`config.mk`:
```
export PLATFORM = sky130hd
export DESIGN_NAME = i2c_init_seq
export DESIGN_NICKNAME = d
export VERILOG_FILES = /design/src/rtl/i2c_init_pkg.sv /design/src/rtl/i2c_init_decode.sv /design/src/rtl/i2c_init_delay.sv /design/src/rtl/i2c_init_fsm.sv /design/src/rtl/i2c_init_seq.sv
export SDC_FILE = /design/constraint.sdc
export NUM_CORES = 1
export LEC_CHECK = 0
export ABC_AREA = 1
export BUFFER_PORTS_ARGS = -buffer_cell sky130_fd_sc_hd__buf_2
export CAP_MARGIN = 0
export CORE_MARGIN = 2
export CORE_UTILIZATION = 50
export CTS_BUF_LIST = sky130_fd_sc_hd__clkbuf_8
export CTS_CLUSTER_DIAMETER = 80
export DETAILED_ROUTE_END_ITERATION = 6
export MAX_ROUTING_LAYER = met4
export PLACE_DENSITY = 0.76
export SLEW_MARGIN = 20
export SYNTH_ARGS = -nofsm -noshare
export SYNTH_HDL_FRONTEND = slang
export SYNTH_SLANG_ARGS = --single-unit
```
`constraint.sdc`:
```
create_clock -name clk_i -period 3.39 [get_ports clk_i]
set_input_delay 0.1695 -clock clk_i [delete_from_list [all_inputs] [get_ports clk_i]]
set_output_delay 0.1695 -clock clk_i [all_outputs]
set_load 0.01 [all_outputs]
```
`src/rtl/i2c_init_pkg.sv`:
```
package i2c_init_pkg;

  localparam int unsigned CMD_W = 17;

  localparam logic [7:0] SUB_ADDR  = 8'h00;
  localparam logic [7:0] SUB_RST   = 8'h01;
  localparam logic [7:0] SUB_DELAY = 8'h02;

  typedef enum logic [2:0] {
    OP_WRITE,
    OP_ADDR,
    OP_RST,
    OP_DELAY,
    OP_NOP
  } op_e;

  typedef struct packed {
    op_e        op;
    logic [7:0] hi;
    logic [7:0] lo;
  } cmd_t;

  typedef enum logic [2:0] {
    S_FETCH,
    S_ISSUE,
    S_WAIT,
    S_DELAY,
    S_DONE
  } seq_state_e;

endpackage

```
`src/rtl/i2c_init_decode.sv`:
```
module i2c_init_decode
  import i2c_init_pkg::*;
(
  input  logic [CMD_W-1:0] word_i,
  output cmd_t             cmd_o
);

  always_comb begin
    cmd_o.hi = word_i[15:8];
    cmd_o.lo = word_i[7:0];
    if (!word_i[16]) begin
      cmd_o.op = OP_WRITE;
    end else begin
      unique case (word_i[15:8])
        SUB_ADDR:  cmd_o.op = OP_ADDR;
        SUB_RST:   cmd_o.op = OP_RST;
        SUB_DELAY: cmd_o.op = OP_DELAY;
        default:   cmd_o.op = OP_NOP;
      endcase
    end
  end

endmodule

```
`src/rtl/i2c_init_delay.sv`:
```
module i2c_init_delay #(
  parameter int unsigned TICK_CYCLES = 25000,
  parameter int unsigned UNIT_W      = 8
) (
  input  logic              clk_i,
  input  logic              rst_ni,
  input  logic              start_i,
  input  logic [UNIT_W-1:0] units_i,
  output logic              expire_o
);

  logic              run_q;
  logic [UNIT_W-1:0] unit_q;
  logic              tick_last;

  // tick prescaler only exists when a unit spans more than one cycle
  generate
    if (TICK_CYCLES > 1) begin : g_tick
      localparam int unsigned TICK_W = $clog2(TICK_CYCLES);
      logic [TICK_W-1:0] tick_q;

      assign tick_last = (tick_q == TICK_W'(TICK_CYCLES - 1));

      always_ff @(posedge clk_i or negedge rst_ni) begin
        if (!rst_ni) begin
          tick_q <= '0;
        end else if (start_i || tick_last) begin
          tick_q <= '0;
        end else if (run_q) begin
          tick_q <= tick_q + TICK_W'(1);
        end
      end
    end else begin : g_no_tick
      assign tick_last = 1'b1;
    end
  endgenerate

  assign expire_o = run_q && tick_last && (unit_q == UNIT_W'(1));

  always_ff @(posedge clk_i or negedge rst_ni) begin
    if (!rst_ni) begin
      run_q  <= 1'b0;
      unit_q <= '0;
    end else if (start_i) begin
      run_q  <= (units_i != '0);
      unit_q <= units_i;
    end else if (run_q && tick_last) begin
      if (unit_q == UNIT_W'(1)) run_q <= 1'b0;
      unit_q <= unit_q - UNIT_W'(1);
    end
  end

endmodule

```
`src/rtl/i2c_init_fsm.sv`:
```
module i2c_init_fsm
  import i2c_init_pkg::*;
#(
  parameter int unsigned TABLE_LEN    = 14,
  parameter logic        RST_OUT_INIT = 1'b0,
  parameter logic [7:0]  ADDR_INIT    = 8'h00,
  localparam int unsigned IDX_W       = (TABLE_LEN > 1) ? $clog2(TABLE_LEN) : 1
) (
  input  logic             clk_i,
  input  logic             rst_ni,
  input  cmd_t             cmd_i,
  output logic [IDX_W-1:0] idx_o,
  output logic             dly_start_o,
  input  logic             dly_expire_i,
  output logic             dev_rst_o,
  output logic             wr_req_o,
  output logic [7:0]       wr_addr_o,
  output logic [7:0]       wr_reg_o,
  output logic [7:0]       wr_data_o,
  input  logic             wr_busy_i,
  input  logic             wr_nack_i,
  output logic             done_o,
  output logic             err_o
);

  seq_state_e       state_q;
  logic [IDX_W-1:0] idx_q;
  logic             in_fetch;
  logic             local_step;
  logic             step;
  logic             last;

  assign in_fetch   = (state_q == S_FETCH);
  assign local_step = in_fetch &&
                      ((cmd_i.op == OP_ADDR) || (cmd_i.op == OP_RST) ||
                       (cmd_i.op == OP_NOP) ||
                       ((cmd_i.op == OP_DELAY) && (cmd_i.lo == 8'h00)));
  assign step       = local_step ||
                      ((state_q == S_WAIT) && !wr_busy_i) ||
                      ((state_q == S_DELAY) && dly_expire_i);
  assign last       = (idx_q == IDX_W'(TABLE_LEN - 1));

  assign dly_start_o = in_fetch && (cmd_i.op == OP_DELAY);
  assign idx_o       = idx_q;
  assign wr_req_o    = (state_q == S_ISSUE);
  assign done_o      = (state_q == S_DONE);

  always_ff @(posedge clk_i or negedge rst_ni) begin
    if (!rst_ni) begin
      state_q <= S_FETCH;
      idx_q   <= '0;
    end else if (step) begin
      if (last) begin
        state_q <= S_DONE;
      end else begin
        idx_q   <= idx_q + IDX_W'(1);
        state_q <= S_FETCH;
      end
    end else begin
      unique case (state_q)
        S_FETCH: begin
          if (cmd_i.op == OP_WRITE)      state_q <= S_ISSUE;
          else if (cmd_i.op == OP_DELAY) state_q <= S_DELAY;
        end
        S_ISSUE: if (wr_busy_i) state_q <= S_WAIT;
        default: ;
      endcase
    end
  end

  // side effects of the fetched word
  always_ff @(posedge clk_i or negedge rst_ni) begin
    if (!rst_ni) begin
      dev_rst_o <= RST_OUT_INIT;
      wr_addr_o <= ADDR_INIT;
      wr_reg_o  <= '0;
      wr_data_o <= '0;
    end else if (in_fetch) begin
      unique case (cmd_i.op)
        OP_RST:   dev_rst_o <= cmd_i.lo[0];
        OP_ADDR:  wr_addr_o <= cmd_i.lo;
        OP_WRITE: begin
          wr_reg_o  <= cmd_i.hi;
          wr_data_o <= cmd_i.lo;
        end
        default: ;
      endcase
    end
  end

  always_ff @(posedge clk_i or negedge rst_ni) begin
    if (!rst_ni) begin
      err_o <= 1'b0;
    end else if ((state_q == S_WAIT) && !wr_busy_i && wr_nack_i) begin
      err_o <= 1'b1;
    end
  end

endmodule

```
`src/rtl/i2c_init_seq.sv`:
```
module i2c_init_seq
  import i2c_init_pkg::*;
#(
  parameter int unsigned TABLE_LEN = 14,
  parameter logic [CMD_W-1:0] INIT_TABLE [TABLE_LEN] = '{
    17'h1_0100, 17'h1_0210, 17'h1_0101, 17'h1_0205,
    17'h1_0090, 17'h0_1001, 17'h0_1120, 17'h1_0202,
    17'h0_2203, 17'h0_2340, 17'h1_0201, 17'h0_3001,
    17'h0_3180, 17'h0_0F01
  },
  parameter int unsigned CLK_KHZ      = 25000,
  parameter int unsigned TICK_US      = 1000,
  parameter logic        RST_OUT_INIT = 1'b0,
  parameter logic [7:0]  ADDR_INIT    = 8'h00
) (
  input  logic       clk_i,
  input  logic       rst_ni,
  output logic       dev_rst_o,
  output logic       wr_req_o,
  output logic [7:0] wr_addr_o,
  output logic [7:0] wr_reg_o,
  output logic [7:0] wr_data_o,
  input  logic       wr_busy_i,
  input  logic       wr_nack_i,
  output logic       done_o,
  output logic       err_o
);

  localparam int unsigned IDX_W     = (TABLE_LEN > 1) ? $clog2(TABLE_LEN) : 1;
  localparam int unsigned TICK_RAW  = (CLK_KHZ * TICK_US) / 1000;
  localparam int unsigned TICK_CYC  = (TICK_RAW > 0) ? TICK_RAW : 1;

  logic [IDX_W-1:0] idx;
  logic [CMD_W-1:0] word;
  cmd_t             cmd;
  logic             dly_start;
  logic             dly_expire;

  // table read as a compare-select over the entries
  always_comb begin
    word = '0;
    for (int i = 0; i < TABLE_LEN; i++) begin
      if (idx == IDX_W'(i)) word = INIT_TABLE[i];
    end
  end

  i2c_init_decode u_dec (
    .word_i (word),
    .cmd_o  (cmd)
  );

  i2c_init_delay #(
    .TICK_CYCLES (TICK_CYC),
    .UNIT_W      (8)
  ) u_dly (
    .clk_i    (clk_i),
    .rst_ni   (rst_ni),
    .start_i  (dly_start),
    .units_i  (cmd.lo),
    .expire_o (dly_expire)
  );

  i2c_init_fsm #(
    .TABLE_LEN    (TABLE_LEN),
    .RST_OUT_INIT (RST_OUT_INIT),
    .ADDR_INIT    (ADDR_INIT)
  ) u_fsm (
    .clk_i        (clk_i),
    .rst_ni       (rst_ni),
    .cmd_i        (cmd),
    .idx_o        (idx),
    .dly_start_o  (dly_start),
    .dly_expire_i (dly_expire),
    .dev_rst_o    (dev_rst_o),
    .wr_req_o     (wr_req_o),
    .wr_addr_o    (wr_addr_o),
    .wr_reg_o     (wr_reg_o),
    .wr_data_o    (wr_data_o),
    .wr_busy_i    (wr_busy_i),
    .wr_nack_i    (wr_nack_i),
    .done_o       (done_o),
    .err_o        (err_o)
  );

endmodule

```
==> Word level (Yosys, flattened, before mapping) <==
Cells that the tools add are included.
{ "op_classes": {"n_reduce_logical": 31, "n_bitwise": 1, "n_addsub": 3, "eq_ne": 27, "n_mux": 29} }
{ "ops": {"columns": ["op", "n"], "rows": [
  ["2-to-1 mux 17 bit", 14],
  ["2-to-1 mux 15 bit", 2],
  ["equality test 4 bit, second input constant", 6],
  ["2-to-1 mux 3 bit", 6],
  ["equality test 4 x 3 -> 1 bit, second input constant", 4],
  ["equality test 8 x 1 -> 1 bit, second input constant", 2],
  ["logical NOT 8 bit", 2],
  ["2-to-1 mux 8 bit", 2],
  ["adder 15 x 1 -> 15 bit, second input constant", 1],
  ["equality test 15 bit, second input constant", 1],
  ["equality test 3 x 2 -> 1 bit, second input constant", 4],
  ["AND reduction 2 bit", 5],
  ["one-hot mux 3 bit (3 select lines)", 1],
  ["equality test 4 x 2 -> 1 bit, second input constant", 2],
  ["equality test 8 x 2 -> 1 bit, second input constant", 1],
  ["logical AND 1 bit", 8],
  ["nonzero test 8 bit", 1],
  ["subtractor 8 x 1 -> 8 bit, second input constant", 1],
  ["equality test 3 x 1 -> 1 bit, second input constant", 2],
  ["equality test 3 bit, second input constant", 2],
  ["logical NOT 3 bit", 2],
  ["logical OR 1 bit", 6],
  ["one-hot mux 3 bit (2 select lines)", 1],
  ["nonzero test 2 bit", 3],
  ["other kinds (10)", 12]
]} }
{ "totals": {"inputBits": 4, "wordCells": 101, "reg_bits": 57} }

==> Longest topological paths before layout <==
Gate-level depths: netlist (run 1).
{ "logic_depth": {"depth_word": 27, "mapped_depth": 15, "ltp_nobuf": 15} }

==> Modules after synthesis <==
A second synthesis (run 1) with hierarchy kept.
{ "unflattened": {"cells_unflattened": 491, "hier_area_um2": 3636.0} }
{ "modules_own_cells": {"columns": ["mod", "cells_each", "seq_area_each_um2", "instances", "area_each_um2"], "rows": [
  ["i2c_init_delay", 240, 600.6, 1, 1639.1],
  ["i2c_init_fsm", 174, 825.8, 1, 1600.3],
  ["i2c_init_seq", 47, 0.0, 1, 214.0],
  ["i2c_init_decode", 30, 0.0, 1, 182.7]
]} }

==> Least setup slack after synthesis (run 1) <==
OpenSTA, ideal clock, no wires.
{ "synth_path": {"path_kind": "flip-flop to flip-flop", "start": "register u_fsm.idx_q[0], in the netlist u_fsm.idx_o[0]", "end": "register u_dly.g_tick.tick_q[14]", "period_less_slack_ns": 1.871, "stages_incl_launch_ff": 16, "setup_time_ns": 0.124, "arrival_time_ns": 1.747, "setup_slack_ns": 1.519, "path_cell_list": "dfrtp_1 inv_1 ha_1 inv_1 nor2_1 nand2_1 nand2_1 nand2_2 nand2_1 nand2_1 nand3_4 nor2_4 nand3_4 nand2_4 buf_12 nor2_4"} }
{ "synth_via": {"elab_chain_cells": 22, "elab_cells_between_ends": 38} }
{ "synth_rtl": {"columns": ["item", "line", "rtl"], "rows": [
  ["start: declaration", "i2c_init_fsm.sv:27", "logic [IDX_W-1:0] idx_q;"],
  ["start signal: assignment", "i2c_init_fsm.sv:56", "idx_q <= idx_q + IDX_W'(1);"],
  ["logical NOT 4 bit", "i2c_init_seq.sv:43", "if (idx == IDX_W'(i)) word = INIT_TABLE[i];"],
  ["2-to-1 mux 17 bit (13 in series)", "i2c_init_seq.sv:43", null],
  ["2-to-1 mux 17 bit *", "i2c_init_seq.sv:43", null],
  ["equality test 8 x 2 -> 1 bit (tied with other cells)", "i2c_init_decode.sv:14", "unique case (word_i[15:8])"],
  ["one-hot mux 3 bit (3 select lines)", "i2c_init_decode.sv:14", null],
  ["2-to-1 mux 3 bit *", "i2c_init_decode.sv:11", "if (!word_i[16]) begin"],
  ["equality test 3 x 2 -> 1 bit *", "i2c_init_fsm.sv:43", "assign dly_start_o = in_fetch && (cmd_i.op == OP_DELAY);"],
  ["logical AND 1 bit *", "i2c_init_fsm.sv:43", null],
  ["logical OR 1 bit *", "i2c_init_delay.sv:27", "end else if (start_i || tick_last) begin"],
  ["2-to-1 mux 15 bit / nonzero test 2 bit (equally long branches)", null, null],
  ["end signal: assignment", "i2c_init_delay.sv:30", "tick_q <= tick_q + TICK_W'(1);"],
  ["end: declaration", "i2c_init_delay.sv:20", "logic [TICK_W-1:0] tick_q;"]
]} }
Every way passes the cells marked *; elsewhere a longest branch is shown, timed or not.
A chain may end at the register's enable or synchronous reset.

==> Worst setup path after layout (run 1) <==
{ "layout_path": {"start": "register u_fsm.idx_q[0], in the netlist u_fsm.idx_o[0]", "end": "register u_dly.g_tick.tick_q[11]"} }
The elaborated chain is that of the path after synthesis.

==> flow_summary_export.csv, run 1 <==
group,metric,value,unit
cts,cts_tree,"done",
setup_path,cp-end-kind,"flop",
floorplanning,core,0.00596,mm2
route,firstDrtPassIters,4,
yosys,ys_seq_area_frac,0.421,
timing,hold_viol_final,0,
cells_and_area,area_growth,8.46,%
grt,overflow,0,
timing,min_period_over_period,0.676,
grt,grt_pass1_vias,2318,
min_path,hold_class,"in2reg",
floorplanning,die_h,82.6,um
power_and_ir_drop,p_leak,1.69,nW
cts,cts-root-buf,"clkbuf_8",
cells_and_area,most-common-layout-cells,"nand2_1, dfrtp_1, inv_1, nor2_1, nand3_1",
min_path,min_to,"u_fsm.err_o",
cts,hold_buffers,1,
power_and_ir_drop,ir_drop,0.244,mV
job,maxCapViolations,0,
setup_path,startpoint_type,"flop",
route,drc_errors,0,
setup_path,r2r-start,"u_fsm.idx_o[0]",
floorplanning,ios,32,
cells_and_area,antenna_cells,0,
placement,dp_cells,467,
setup_path,critPathKind,"reg2reg",
setup_path,arrival,2.48,ns
yosys,syn_area_per_cell,8.33,um2
cts,postCtsSetupBuffers,0,
yosys,netlist_area,0.00309,mm2
cts,htree_num_levels,2,
placement,dp_hpwl,4340,um
setup_path,critPathMaxFanout,15,
timing,final-max-slew-violation-count,0,
cts,cts_buffers,5,
timing,slew_headroom,0.565,
timing,worst_pin_slew,0.649,ns
yosys,synth_seq_cells,52,
cts,clock_path_buffers,2,
yosys,yosys.cell_types.count,39,
setup_path,regToRegSetupSlack,1.10,ns
timing,final-setup-viol-count,0,
route,drt-initial-drc-count,145,
grt,grt_antenna_before_repair,0,
floorplanning,row_count,28,
power_and_ir_drop,cellPowerDensity,307,mW/mm2
cts,clk_latency,0.31,ns
power_and_ir_drop,p_total,1.03,mW
timing,fin_ws,1.10,ns
grt,gr-usage-all-layers,0.203,
setup_path,worstRegToRegCells,14,
route,dr_total_vias,2423,
setup_path,r2r-end,"u_dly.g_tick.tick_q[11]",
cts,post_cts_resized,0,
placement,io_buffers,27,
yosys,yosys_warnings,0,
grt,grt_max_degree,36,
floorplanning,dieArea,0.00683,mm2
min_path,hold_path_depth,2,
route,routed_wl,5980,um
setup_path,worstPathRequired,3.58,ns
timing,rsz0062_at_grt,"no",
placement,pre_cts_ws,1.12,ns
min_path,min_from,"wr_nack_i",
cts,cts.sinks,52,
route,wire_per_inst,12.6,um
timing,fin_crit,2.29,ns
timing,fin_skew,0.00600,ns
floorplanning,start_util,0.519,
route,ant_nets,0,
route,via_per_inst,5.09,
grt,grt_pass1_wl,10400,um
floorplanning,die_w,82.6,um
cells_and_area,drive_above_1_share,0.200,
status,status,"finished clean",
placement,gp_congestion,0.965,
cells_and_area,final_common_cell,"nand2_1",
timing,fin_setup_tns,0,ns
cts,cts.clk_slew.worst_paths,0.10,ns
cells_and_area,stdcell_count,476,
cells_and_area,layout.nets,411,
yosys,synthCells,371,
timing,fmax,436,MHz
-- per-layer routing --
metal  GRT usage  vias up  part of all wire
met5           -        -                 0
li1            -     1243                 -
met1       0.273     1120              0.48
met4      0.0705        0             0.021
met3      0.0359       14             0.032
met2       0.310       46              0.46
-- worst max-delay path by stage --
stage	from	to	slack, ns	cells after the start
2_1_floorplan	u_fsm.idx_o[0]	u_dly.g_tick.tick_q[14]	1.52	15
3_3_place_gp	u_fsm.idx_o[0]	u_dly.g_tick.tick_q[1]	1.16	14
3_5_place_dp	u_fsm.idx_o[0]	u_dly.g_tick.tick_q[11]	1.12	14
4_1_cts	u_fsm.idx_o[0]	u_dly.g_tick.tick_q[11]	1.09	14
5_1_grt	u_fsm.idx_o[0]	u_dly.g_tick.tick_q[13]	0.84	14
6_report	u_fsm.idx_o[0]	u_dly.g_tick.tick_q[11]	1.10	14
-- area by class of cell --
class,count,area [um2]
repair buffers,29,153
fillers,573,2600
flip-flops and latches,52,1300
clock buffers,6,82.6
inverters,50,198
multi-input cells,262,1510
clock inverters,2,17.5
well taps,75,93.8
-- power breakdown --
| group | internal, mW | leakage, nW | total [mW] | switching, mW |
|---|---|---|---|---|
| Combinational | 0.00343 | 0.921 | 0.0185 | 0.0151 |
| Clock | 0.171 | 0.0522 | 0.390 | 0.219 |
| Sequential | 0.620 | 0.721 | 0.621 | 0.000300 |
-- worst max-delay path, cell delays in order, from the launching register on --
cell	delay, ns
dfrtp_1	0.42
inv_1	0.10
ha_1	0.24
inv_1	0.11
nor2_1	0.05
nand2_1	0.06
nand2_1	0.07
nand2_2	0.08
nand2_1	0.06
nand2_1	0.10
nand3_4	0.09
nor2_4	0.15
nand3_4	0.19
nand2_4	0.36
nor2_1	0.08
-- cells by family after synthesis --
| family | synth area share |
|---|---|
| AO/OA/AOI/OAI | 0.0563 |
| XOR/XNOR | 0.0425 |
| adder cells (fa/ha/maj) | 0.0283 |
| buffers and inverters | 0.0951 |
| flip-flops | 0.421 |
| other | 0.00121 |
| AND/OR/NAND/NOR | 0.356 |
-- synthesized netlist by cell type (all sizes together) --
| cell type | instances | share of area |
|---|---|---|
| o211ai | 1 | 0.0024 |
| nor2 | 47 | 0.097 |
| nor4 | 4 | 0.0081 |
| nand4 | 13 | 0.026 |
| xnor2 | 6 | 0.017 |
| xor2 | 9 | 0.025 |
| a21oi | 10 | 0.017 |
| conb | 1 | 0.0012 |
| dfrtp | 52 | 0.42 |
| o31ai | 2 | 0.0049 |
| nand3 | 36 | 0.075 |
| or2 | 3 | 0.0061 |
| a31oi | 1 | 0.0020 |
| inv | 50 | 0.064 |
| nor3 | 9 | 0.020 |
| a21o | 1 | 0.0024 |
| o21ai | 16 | 0.027 |
| and3 | 1 | 0.0020 |
| nand2 | 92 | 0.12 |
| buf | 10 | 0.031 |
| ha | 7 | 0.028 |
-- flip-flops by register name, summed over array words and instances, names as in the netlist --
register and flops:
u_fsm.idx_o 4, u_dly.g_tick.tick_q 15, u_fsm.dev_rst_o 1, u_fsm.state_q 3, u_fsm.wr_data_o 7, u_dly.run_q 1, u_fsm.wr_reg_o 5, u_fsm.err_o 1
u_dly.unit_q 8, u_fsm.wr_addr_o 7
-- through the flow --
step                      utilization  hold slack [ns]  cell area, um2
after floorplan                     -           -0.126            3100
final                           0.563           0.0545            3350
after detailed placement        0.545            0.134            3240
after global routing            0.563           0.0609            3350
after CTS                       0.563           0.0426            3350
after global placement          0.545            0.124            3240
(Power assumes the default switching activity.)
==> run 2, diff against run 1 <==
- ABC_AREA: 1 -> 0
- PLACE_DENSITY: 0.76 -> 0.8
- clock period: 3.39 -> 1.8 ns (I/O delays scaled with it)
==> run 2 against run 1 <==
Against the previous run: the flow now finishes with violations (setup timing); sequential share of layout area shrank 9.4 points; sequential power is 88% higher; utilization is 25 points higher; highest routed layer unchanged.
==> flow_summary_export.csv, run 2 <==
group,metric,value,unit
power_and_ir_drop,p_total,1.96,mW
power_and_ir_drop,cellPowerDensity,442,mW/mm2
yosys,netlist_area,0.00281,mm2
setup_path,worst-path-buf-inv,2,
setup_path,critPathKind,"reg2reg",
floorplanning,ios,32,
route,wire_per_inst,22.2,um
route,via_per_inst,6.10,
placement,dp_hpwl,5160,um
grt,grt_pass1_wl,14800,um
setup_path,critPathTopFamily,"flip-flops",
yosys,syn_area_per_cell,9.77,um2
cts,clock_path_buffers,2,
cells_and_area,final_util,0.810,
cells_and_area,largest_register_ff_count,15,
setup_path,worstPathRequired,2.02,ns
route,drt-initial-drc-count,323,
setup_path,arrival,2.31,ns
grt,grt_antenna_before_repair,0,
timing,final-setup-viol-count,51,
cells_and_area,seq_area,0.00130,mm2
timing,fin_crit,2.09,ns
floorplanning,die_h,79.0,um
cells_and_area,final_area,0.00443,mm2
min_path,hold_path_depth,4,
placement,io_buffers,27,
grt,grt_pass1_vias,2843,
yosys,async_reset_ff_frac,1.00,
setup_path,worstRegToRegCells,8,
timing,final-max-slew-violation-count,0,
cts,cts_buffers,5,
setup_path,crit_cells,8,
yosys,synth_edf_count,0,
cells_and_area,drive_above_1_share,0.527,
cts,cts.clk_slew.worst_paths,0.11,ns
timing,slew_headroom,0.546,
setup_path,r2r-end,"u_fsm.idx_o[1]",
power_and_ir_drop,p_leak,2.09,nW
yosys,yosysMostFrequentCell,"dfrtp_1",
grt,grt_max_degree,53,
placement,gp_congestion,0.895,
timing,rsz0062_at_grt,"yes",
setup_path,cpPeakStageDelay,0.48,ns
cells_and_area,largest_registers,"u_dly.g_tick.tick_q (15), u_dly.unit_q (8)",
cells_and_area,final_common_cell,"buf_4",
cells_and_area,antenna_cells,0,
setup_path,critPathMaxFanout,6,
setup_path,cp_cell_sequence,"inv_4 > ha_4 > nor2b_4 > a211o_1 > o211ai_1 > buf_4 > a21boi_4 > mux2_4",
setup_path,cp-end-kind,"flop",
cells_and_area,most-common-layout-cells,"buf_4, dfrtp_1, buf_2, nand2_1, nor2_1",
yosys,ys.flop_type,"dfrtp_1",
route,routed_wl,10700,um
route,firstDrtPassIters,5,
power_and_ir_drop,ir_drop,0.325,mV
floorplanning,die_w,79.0,um
timing,fin_ws,-0.293,ns
placement,pre_cts_ws,-0.243,ns
cts,cts-root-buf,"clkbuf_8",
status,status,"complete, but fails checks",
grt,overflow,0,
yosys,synthCells,288,
floorplanning,start_util,0.514,
route,drc_errors,0,
setup_path,r2r-start,"u_fsm.idx_o[0]",
yosys,synth_top_area_cell,"dfrtp_1",
yosys,synth_common_cells,"dfrtp_1, nor2_1, nand2_1",
floorplanning,core,0.00547,mm2
yosys,ys_seq_area_frac,0.462,
setup_path,startpoint_type,"flop",
cts,clk_latency,0.33,ns
floorplanning,row_count,27,
cells_and_area,layout.nets,418,
floorplanning,dieArea,0.00624,mm2
timing,fin_skew,0.00958,ns
cts,cts_tree,"done",
yosys,yosys.cell_types.count,53,
timing,hold_viol_final,0,
status,failed_checks,"setup timing",
route,ant_nets,0,
cts,cts.sinks,52,
setup_path,regToRegSetupSlack,-0.29,ns
timing,fmax,478,MHz
yosys,yosys_warnings,0,
cells_and_area,area_growth,57.5,%
placement,dpl_cell_area,0.00358,mm2
cells_and_area,n_fill_cell,244,
grt,gr-usage-all-layers,0.321,
job,maxCapViolations,0,
min_path,min_to,"u_fsm.state_q[0]",
cells_and_area,regMostFlops,"u_dly.g_tick.tick_q",
setup_path,cp_slowest_cell,"dfrtp_2",
cells_and_area,multiInputGateArea,0.00196,mm2
yosys,yosysTopAreaCellShare,0.462,
min_path,hold_class,"in2reg",
timing,worst_pin_slew,0.680,ns
route,dr_total_vias,2929,
timing,min_period_over_period,1.16,
yosys,synth_seq_cells,52,
min_path,min_from,"wr_busy_i",
cts,htree_num_levels,2,
yosys,synth.area.top_cells,"dfrtp_1, nor2_1, mux2_2",
## run 2: cell types whose count changed in the layout (fill, tap and decap cells not counted), sizes merged, moves of 5 or more
cell and change:
a21oi -6, and2 +5, buf +93, inv -36, mux2 +10, mux2i +5, nand2 -62, nand3 -33
nand4 -8, nor2 -9, nor2b +12, o21ai -8
## run 2: final cells by class
cell class | instances | share of cell area
Clock inverter | 3 | 0.00649
Clock buffer | 5 | 0.0155
Inverter | 13 | 0.0121
Multi-Input combinational cell | 212 | 0.441
Tap cell | 72 | 0.0203
Timing Repair Buffer | 123 | 0.210
Sequential cell | 52 | 0.294
## run 2: logic make-up after synthesis
kind of cell / share of synthesized area
adder cells (fa/ha/maj): 0.0311
other: 0.00133
XOR/XNOR: 0.0685
AO/OA/AOI/OAI: 0.0854
buffers and inverters: 0.0458
AND/OR/NAND/NOR: 0.248
multiplexers: 0.0578
flip-flops: 0.462
## run 2: how the worst max path moves through the flow
| stage | end | start | slack (ns) |
|---|---|---|---|
| after floorplan | u_fsm.idx_o[1] | u_dly.g_tick.tick_q[12] | -0.15 |
| after global placement | u_fsm.wr_reg_o[1] | u_fsm.idx_o[1] | -0.21 |
| after detailed placement | u_fsm.idx_o[1] | u_dly.g_tick.tick_q[3] | -0.24 |
| after CTS | u_fsm.idx_o[3] | u_dly.g_tick.tick_q[12] | -0.25 |
| after global routing | u_fsm.idx_o[1] | u_fsm.idx_o[0] | -0.36 |
| final | u_fsm.idx_o[1] | u_fsm.idx_o[0] | -0.29 |
## run 2: power by group
part	total [mW]	switching (mW)	internal (mW)
Clock	0.758	0.463	0.295
Sequential	1.17	0	1.17
Combinational	0.0358	0.0291	0.00664
Total	1.96	0.492	1.47
## run 2: worst reg2reg max path, stage by stage, from the launching register on
cell      delay [ns]
dfrtp_2         0.48
inv_4           0.12
ha_4            0.21
nor2b_4         0.17
a211o_1         0.11
o211ai_1        0.19
buf_4           0.22
a21boi_4        0.18
mux2_4          0.31
## run 2: through the flow
| step | cells | hold WS, ns | TNS, ns |
|---|---|---|---|
| after floorplan | 291 | -0.206 | -1.53 |
| after detailed placement | 445 | 0.249 | -7.63 |
| after global routing | 480 | 0.124 | -11.91 |
| after global placement | 445 | 0.249 | -5.82 |
| after CTS | 472 | 0.0758 | -5.09 |
| final | 480 | 0.121 | -9.11 |
## run 2: timing repair
| item | CTS | global route |
|---|---|---|
| pin swaps | 24 | 18 |
| gates resized for setup | 83 | 44 |
| setup endpoints to repair | 50 | 48 |
| gates cloned | 3 | 0 |
| setup buffers | 17 | 9 |
| endpoints found under the hold margin | 53 | 0 |
| hold buffers | 2 | 0 |
## run 2: layer usage
layer  vias up  GRT usage  part of all wire
li1       1223          -                 -
met3        64     0.0534             0.072
met4         0     0.0879             0.051
met1      1436      0.410              0.38
met5         -          -                 0
met2       206      0.535              0.49
